--- config.mk ---
export PLATFORM = sky130hd
export DESIGN_NAME = booth_frac_mul
export DESIGN_NICKNAME = d
export VERILOG_FILES = /design/src/rtl/smul_pkg.sv /design/src/rtl/smul_shift_in.sv /design/src/rtl/smul_shift_out.sv /design/src/rtl/smul_booth_core.sv /design/src/rtl/booth_frac_mul.sv
export SDC_FILE = /design/constraint.sdc
export NUM_CORES = 1
export LEC_CHECK = 0
export CAP_MARGIN = 20
export CORE_UTILIZATION = 30
export CTS_CLUSTER_DIAMETER = 40
export DETAILED_ROUTE_END_ITERATION = 12
export HOLD_SLACK_MARGIN = 0.03
export MAX_ROUTING_LAYER = met4
export PLACE_DENSITY_LB_ADDON = 0.3
export SLEW_MARGIN = 20
export SYNTH_ARGS = -nofsm -noshare
export SYNTH_HDL_FRONTEND = slang
export SYNTH_HIERARCHICAL = 1
export SYNTH_SLANG_ARGS = --single-unit
--- constraint.sdc ---
create_clock -name clk -period 7.28 [get_ports clk]
set_clock_uncertainty 0.1 [all_clocks]
set_input_delay 1.456 -clock clk [delete_from_list [all_inputs] [get_ports clk]]
set_output_delay 1.456 -clock clk [all_outputs]
set_load 0.02 [all_outputs]
--- src/rtl/smul_pkg.sv ---
package smul_pkg;

  typedef enum logic [1:0] {
    BOOTH_HOLD = 2'd0,
    BOOTH_ADD  = 2'd1,
    BOOTH_SUB  = 2'd2
  } booth_op_e;

  localparam int unsigned NUM_OPERANDS = 2;
  localparam int unsigned OPND_MCAND   = 0;
  localparam int unsigned OPND_MPLIER  = 1;

  // Radix-2 recoding on the current multiplier bit and the one shifted out before it
  function automatic booth_op_e booth_decode(input logic cur, input logic prev);
    case ({cur, prev})
      2'b01:   return BOOTH_ADD;
      2'b10:   return BOOTH_SUB;
      default: return BOOTH_HOLD;
    endcase
  endfunction

endpackage

--- src/rtl/smul_shift_in.sv ---
module smul_shift_in #(
  parameter int unsigned W = 20
) (
  input  logic         clk,
  input  logic         rst_n,
  input  logic         sdi,
  output logic [W-1:0] word
);

  // LSB-first stream: new bits enter at the top, so after W edges bit 0 sits at word[0]
  always_ff @(posedge clk) begin
    if (!rst_n) word <= '0;
    else        word <= {sdi, word[W-1:1]};
  end

endmodule

--- src/rtl/smul_shift_out.sv ---
module smul_shift_out #(
  parameter int unsigned W = 20
) (
  input  logic         clk,
  input  logic         rst_n,
  input  logic         load,
  input  logic [W-1:0] word_i,
  output logic         sdo
);

  logic [W-1:0] sr;

  always_ff @(posedge clk) begin
    if (!rst_n)    sr <= '0;
    else if (load) sr <= word_i;
    else           sr <= {1'b0, sr[W-1:1]};
  end

  assign sdo = sr[0];

endmodule

--- src/rtl/smul_booth_core.sv ---
module smul_booth_core
  import smul_pkg::*;
#(
  parameter int unsigned W = 20
) (
  input  logic         clk,
  input  logic         rst_n,
  input  logic         load,
  input  logic [W-1:0] mcand_i,
  input  logic [W-1:0] mplier_i,
  output logic [W-1:0] result_o,
  output logic         done_o
);

  localparam int unsigned CNT_W = $clog2(W + 1);
  localparam int unsigned PW    = 2 * W;
  localparam logic [CNT_W-1:0] LAST_STEP  = CNT_W'(W);
  localparam logic [CNT_W-1:0] FIRST_STEP = CNT_W'(1);
  localparam logic [W-1:0] FRAC_MAX = {1'b0, {(W-1){1'b1}}};
  localparam logic [W-1:0] FRAC_MIN = {1'b1, {(W-1){1'b0}}};

  logic [W-1:0]     mc;
  logic [W:0]       acc;
  logic [W-1:0]     mq;
  logic             qp;
  logic [CNT_W-1:0] cnt;
  logic             active;

  // Step operands: on a load edge the first step runs on the fresh words
  logic [W-1:0] mc_s, mq_s;
  logic [W:0]   acc_s, mc_x, sum;
  logic         qp_s;
  booth_op_e    op;
  logic [W:0]   acc_n;
  logic [W-1:0] mq_n;

  always_comb begin
    mc_s  = load ? mcand_i  : mc;
    mq_s  = load ? mplier_i : mq;
    acc_s = load ? '0       : acc;
    qp_s  = load ? 1'b0     : qp;
    mc_x  = {mc_s[W-1], mc_s};
    op    = booth_decode(mq_s[0], qp_s);
    case (op)
      BOOTH_ADD: sum = acc_s + mc_x;
      BOOTH_SUB: sum = acc_s - mc_x;
      default:   sum = acc_s;
    endcase
    acc_n = {sum[W], sum[W:1]};
    mq_n  = {sum[0], mq_s[W-1:1]};
  end

  always_ff @(posedge clk) begin
    if (!rst_n) begin
      mc     <= '0;
      acc    <= '0;
      mq     <= '0;
      qp     <= 1'b0;
      cnt    <= '0;
      active <= 1'b0;
    end else if (load) begin
      mc     <= mcand_i;
      acc    <= acc_n;
      mq     <= mq_n;
      qp     <= mq_s[0];
      cnt    <= FIRST_STEP;
      active <= 1'b1;
    end else if (active && cnt != LAST_STEP) begin
      acc    <= acc_n;
      mq     <= mq_n;
      qp     <= mq_s[0];
      cnt    <= cnt + FIRST_STEP;
    end
  end

  // Double-length product; keep sign plus the top W-1 fraction bits (floor)
  logic [PW-1:0] prod;
  logic          ovf;

  always_comb begin
    prod     = {acc[W-1:0], mq};
    ovf      = prod[PW-1] ^ prod[PW-2];
    result_o = ovf ? (prod[PW-1] ? FRAC_MIN : FRAC_MAX) : prod[PW-2:W-1];
  end

  assign done_o = active && (cnt == LAST_STEP);

endmodule

--- src/rtl/booth_frac_mul.sv ---
module booth_frac_mul
  import smul_pkg::*;
#(
  parameter int unsigned W = 20
) (
  input  logic clk,
  input  logic rst_n,
  input  logic frame_sync,
  input  logic mcand_sdi,
  input  logic mplier_sdi,
  output logic prod_sdo
);

  logic [NUM_OPERANDS-1:0] sdi_vec;
  logic [W-1:0]            op_word [NUM_OPERANDS];
  logic [W-1:0]            mcand_word, mplier_word;
  logic [W-1:0]            eng_result;
  logic                    eng_done;

  assign sdi_vec[OPND_MCAND]  = mcand_sdi;
  assign sdi_vec[OPND_MPLIER] = mplier_sdi;

  for (genvar g = 0; g < NUM_OPERANDS; g++) begin : g_opnd
    smul_shift_in #(.W(W)) u_in (
      .clk  (clk),
      .rst_n(rst_n),
      .sdi  (sdi_vec[g]),
      .word (op_word[g])
    );
  end

  assign mcand_word  = op_word[OPND_MCAND];
  assign mplier_word = op_word[OPND_MPLIER];

  smul_booth_core #(.W(W)) u_core (
    .clk     (clk),
    .rst_n   (rst_n),
    .load    (frame_sync),
    .mcand_i (mcand_word),
    .mplier_i(mplier_word),
    .result_o(eng_result),
    .done_o  (eng_done)
  );

  smul_shift_out #(.W(W)) u_out (
    .clk   (clk),
    .rst_n (rst_n),
    .load  (frame_sync),
    .word_i(eng_result),
    .sdo   (prod_sdo)
  );

endmodule

After elaboration in Yosys (flattened, before gate mapping)
Index checks and enable logic that the tools add are counted.

$add $sub $neg: 3. Eq/ne operators: 5. Multiplexer cells: 17. Bitwise logic cells: 2. Reductions and logical operators: 4.

Operators with widths (number): $mux W20 (6); $mux W21 (3); $pmux W21 S2 (1); $add A21 B21 Y21 (1); $sub A21 B21 Y21 (1); $mux W19 (1); $add A5 B1 Y5 const B (1); $mux W1 (5); $ne A5 B5 Y1 const B (1); $eq A2 B1 Y1 const B (2); $eq A2 B2 Y1 const B (2); $pmux W2 S2 (1); $reduce_and A2 Y1 (1); $reduce_bool A2 Y1 (1); $reduce_or A2 Y1 (1); $logic_and A1 B1 Y1 (1); $not A1 Y1 (1); $xor A1 B1 Y1 (1).

Register bits after elaboration: 128. Input port bits: 5. Word-level logic and storage cells: 42.

Longest topological paths before layout
Depth after elaboration: 7. Depth in mapped cells: 20. Gate-level depth less buffers: 17.

By module
Netlist, hierarchy kept.

Modules (own cells, without submodules): smul_booth_core (instances 1, cells an instance 628, area each 4888.4 µm², seq. area each 1341.3 µm²); smul_shift_in (instances 2, cells an instance 42, area each 561.8 µm², seq. area each 400.4 µm²); smul_shift_out (instances 1, cells an instance 63, area each 745.7 µm², seq. area each 400.4 µm²).

Least setup slack after synthesis
Ideal clock, no wire load.

Path type: input -> register. From: input frame_sync. To: register u_core.acc[19]. Arrival time: 5011 ps. Path slack: 2100 ps. Stages: 18. Path buffers: 4. Cell sequence: buf_2 buf_2 buf_2 buf_2 mux2i_1 ha_1 o21ai_1 o31a_1 xor2_1 ha_1 and3_1 a221o_1 a221oi_2 nor2b_1 o211ai_2 a31oi_1 xor2_1 o21ai_1.

Word-level cells in the longest chain between the ends: 7. Elaborated cells between the ends (all ways): 15. Those cells by class: add/sub (2); eq/ne (4); mux (8); reduce/logical (1).

Ends and longest elaborated chain: start, declared (line booth_frac_mul.sv:8) `input logic frame_sync,`; branches (longest 7 deep; another with $sub A21 B21 Y21); end signal, assigned (line smul_booth_core.sv:63) `acc <= acc_n;`; end signal, assigned (line smul_booth_core.sv:69) `acc <= acc_n;`; end, declared (line smul_booth_core.sv:23) `logic [W:0] acc;`.

Several ways; the timed one is not identified. The select of a mux whose other input is x is not followed. A chain may end at the register's enable or synchronous reset.

Final worst setup path
From: input frame_sync. To: register u_core.acc[11].

Word-level cells in the longest chain between the ends: 7. Elaborated cells between the ends (all ways): 15. Those cells by class: add/sub (2); eq/ne (4); mux (8); reduce/logical (1).

Ends and longest elaborated chain: $mux W20 * (line smul_booth_core.sv:39) `mq_s = load ? mplier_i : mq;`; via u_core.mq_s[0] (line smul_booth_core.sv:30) `logic [W-1:0] mc_s, mq_s;`; $eq A2 B2 Y1 or $eq A2 B1 Y1 (tied branches) (line smul_pkg.sv:15) `case ({cur, prev})`; $pmux W2 S2 * (line smul_pkg.sv:15); $eq A2 B2 Y1 or $eq A2 B1 Y1 (tied branches) (line smul_booth_core.sv:44) `case (op)`; $pmux W21 S2 * (line smul_booth_core.sv:44); $mux W21 (line smul_booth_core.sv:68) `end else if (active && cnt != LAST_STEP) begin`; $mux W21 * (line smul_booth_core.sv:61) `end else if (load) begin`.

The timed path passes the listed nets; every way through them passes the cells marked *. The select of a mux whose other input is x is not followed.

==> flow_summary.yaml <==
run_status:
  outcome: "complete, no violations"
global_routing:
  initial_antenna_violation_count: 0
  vias_in_the_first_global_route: 4666
  grt_first_pass_wirelength_microns: 23650
  grt_usage_pct: 13.07
  grt_start_max_net_pins: 124
  globalRoute.totalOverflow: 0
route:
  vias_per_cell: 4.795
  dr_total_vias: 5016
  drc: 0
  ant_nets: 0
  routed_wire_length_microns: 14090
  detailedRoute.firstIterationViolations: 311
  wire_per_inst_microns: 13.47
  drtPass1Iterations: 5
final_layout:
  flow.area_growth_from_synthesis_pct: 11.25
  finished_layout_cell_area_sq_mm: 0.007510
  fin_cells: 1046
  antennaDiodeCount: 0
  final_net_count: 785
  filler_cell_count: 2238
  post_route_cells_drive_above_1_share_pct: 10.18
place:
  gp_congestion: 0.8235
  place_area_sq_mm: 0.006940
  placed_wire_length_estimate_after_detailed_placement_microns: 9183
  placement.io_buffers: 5
  dp.cells: 1014
yosys:
  synthesized_instance_count: 773
  postSynthNetCount: 805
  synth_warnings: 6
  avg_inst_size_synth_sq_um: 8.733
  syn-cell-area_sq_mm: 0.006750
clocking:
  cts-buffers-inserted: 17
  cts.path.max_buffers: 2
  post_cts_hold_buffer_count: 0
  ctsHtreeMaxLevel: 4
  cts_root_buf: "sky130_fd_sc_hd__clkbuf_16"
  post-cts-setup-buffer-count: 0
  tritoncts: "built"
  cts.repair.resized: 0
  clk_transition_reported_paths_ns: 0.06
  clock_sink_count: 127
  clock_latency_on_the_worst_skew_pair_ns: 0.42
min_path:
  min_path_type: "flop to flop"
  min_from: "g_opnd[1].u_in/word[12]"
sta:
  grt_setup_unrepaired: "false"
  timing.final.setup_violations: 0
  min_period_over_period_pct: 67.93
  fin_max_slew_vios: 0
  totalNegativeSetupSlack_ns: 0
  achievable-frequency_mhz: 202.2
  tightestPinTransition_ns: 1.070
  hold_viol_final: 0
  fin_crit_ns: 4.946
  maxSlewHeadroom_pct: 28.46
critical_path:
  worstSetupStartpoint: "frame_sync"
  worst-endpoint-arrival_ns: 5.18
  endpoint_kind: "flop"
  timing.critical_path.fanout_max: 54
  path_class: "input port to flop"
  worst_ep_required_time_ns: 7.51
  timing.critical_path.from_type: "input port"
  critical_path.reg2reg.startpoint: "g_opnd[0].u_in/word[1]"
floorplan:
  rows: 54
  floorplan.initialDensity_pct: 30.74
  design.portCount: 6
  fp.dieArea_sq_mm: 0.02310
  die-height_microns: 152
  die-width_microns: 152
  placeableCoreArea_sq_mm: 0.02196
pwr:
  total_leakage_power_nw: 3.247
  peakVddDrop_v: 0.0001106
  powerDensity_mw_per_mm2: 235.6
job:
  max-cap-violations: 0
-- worst max-delay path, cell delays in order --
cell and delay (ns):
sky130_fd_sc_hd__buf_4 0.49, sky130_fd_sc_hd__mux2_2 0.42, sky130_fd_sc_hd__ha_1 0.42, sky130_fd_sc_hd__nand2b_1 0.25, sky130_fd_sc_hd__xnor2_1 0.23, sky130_fd_sc_hd__ha_1 0.31, sky130_fd_sc_hd__a211oi_1 0.30, sky130_fd_sc_hd__o21ai_0 0.26
sky130_fd_sc_hd__a221oi_2 0.32, sky130_fd_sc_hd__nor2b_1 0.10, sky130_fd_sc_hd__nor3_1 0.32, sky130_fd_sc_hd__a21oi_1 0.08, sky130_fd_sc_hd__a21oi_1 0.16
-- cell type report --
cell class / count / area [sq um] / share of cell area [%]
clock buffers: 17 / 425.4 / 5.665
clock inverters: 15 / 140.1 / 1.866
inverters: 32 / 120.1 / 1.599
multi-input cells: 564 / 3837 / 51.10
flip-flops and latches: 127 / 2542 / 33.86
well taps: 280 / 350.3 / 4.665
repair buffers: 11 / 93.84 / 1.250
-- per-stage QoR --
| stage | total power, mW | utilization, % | hold slack (ns) | setup slack, ns |
|---|---|---|---|---|
| final | 1.769 | 34.20 | 0.3591 | 2.334 |
| after global routing | 1.855 | 34.20 | 0.3794 | 1.944 |
| after CTS | 1.791 | 34.18 | 0.3644 | 2.327 |
| after detailed placement | 0.9713 | 31.61 | 0.3469 | 1.888 |
| after global placement | 0.9721 | 31.61 | 0.3496 | 1.921 |
| after floorplan | 0.9273 | - | 0.3295 | 2.100 |
-- cell usage in the layout, fill, tap and decap left out, types with 4 or more instances in the layout --
| cell | instances |
|---|---|
| sky130_fd_sc_hd__o211ai_1 | 11 |
| sky130_fd_sc_hd__inv_1 | 31 |
| sky130_fd_sc_hd__inv_8 | 5 |
| sky130_fd_sc_hd__a21oi_1 | 58 |
| sky130_fd_sc_hd__nand4_1 | 4 |
| sky130_fd_sc_hd__buf_4 | 7 |
| sky130_fd_sc_hd__nor2_1 | 51 |
| sky130_fd_sc_hd__dfxtp_1 | 127 |
| sky130_fd_sc_hd__o21ai_1 | 4 |
| sky130_fd_sc_hd__xor2_1 | 24 |
| sky130_fd_sc_hd__nor2b_1 | 48 |
| sky130_fd_sc_hd__nor3b_1 | 6 |
| sky130_fd_sc_hd__a31oi_1 | 8 |
| sky130_fd_sc_hd__or3_1 | 4 |
| sky130_fd_sc_hd__o21ai_0 | 22 |
| sky130_fd_sc_hd__nand3_1 | 20 |
| sky130_fd_sc_hd__nor3_1 | 18 |
| sky130_fd_sc_hd__clkbuf_16 | 17 |
| sky130_fd_sc_hd__and2_1 | 19 |
| sky130_fd_sc_hd__inv_6 | 6 |
| sky130_fd_sc_hd__o21bai_1 | 5 |
| sky130_fd_sc_hd__nand2b_1 | 5 |
| sky130_fd_sc_hd__o211a_1 | 31 |
| sky130_fd_sc_hd__ha_1 | 26 |
| sky130_fd_sc_hd__and2_2 | 22 |
| sky130_fd_sc_hd__o22ai_1 | 5 |
| sky130_fd_sc_hd__xnor2_1 | 13 |
| sky130_fd_sc_hd__nand2_1 | 66 |
| sky130_fd_sc_hd__mux2i_1 | 41 |
| sky130_fd_sc_hd__a21o_1 | 12 |
-- flip-flops by register name (all words and copies together), names as in the netlist --
register and flops:
u_out/sr 20, u_core/mq 20, g_opnd.u_in/word 40, u_core/cnt 5
u_core/active 1, u_core/mc 20, u_core/qp 1, u_core/acc 20
-- path summary, 6_finish.rpt --
check	to	slack, ns	cells past startpoint
worst max-delay path	u_core/acc[11]	2.33	13
worst min register to register	g_opnd[1].u_in/word[11]	0.36	1
worst max register to register	u_core/acc[11]	3.68	13
worst min-delay path	g_opnd[1].u_in/word[11]	0.36	1
-- power by group --
| part | internal [mW] | switching (mW) |
|---|---|---|
| sequential | 0.718 | 0.0107 |
| clock | 0.453 | 0.360 |
| combinational | 0.0916 | 0.136 |
-- metal layers --
metal	up-vias	track usage [%]	share of wire [%]
met5	-	-	0
met4	0	4.082	0.87
met3	8	3.252	3.8
met2	77	18.47	42
met1	2308	18.10	53
li1	2623	-	-
Power figures use the tool's default switching activity.
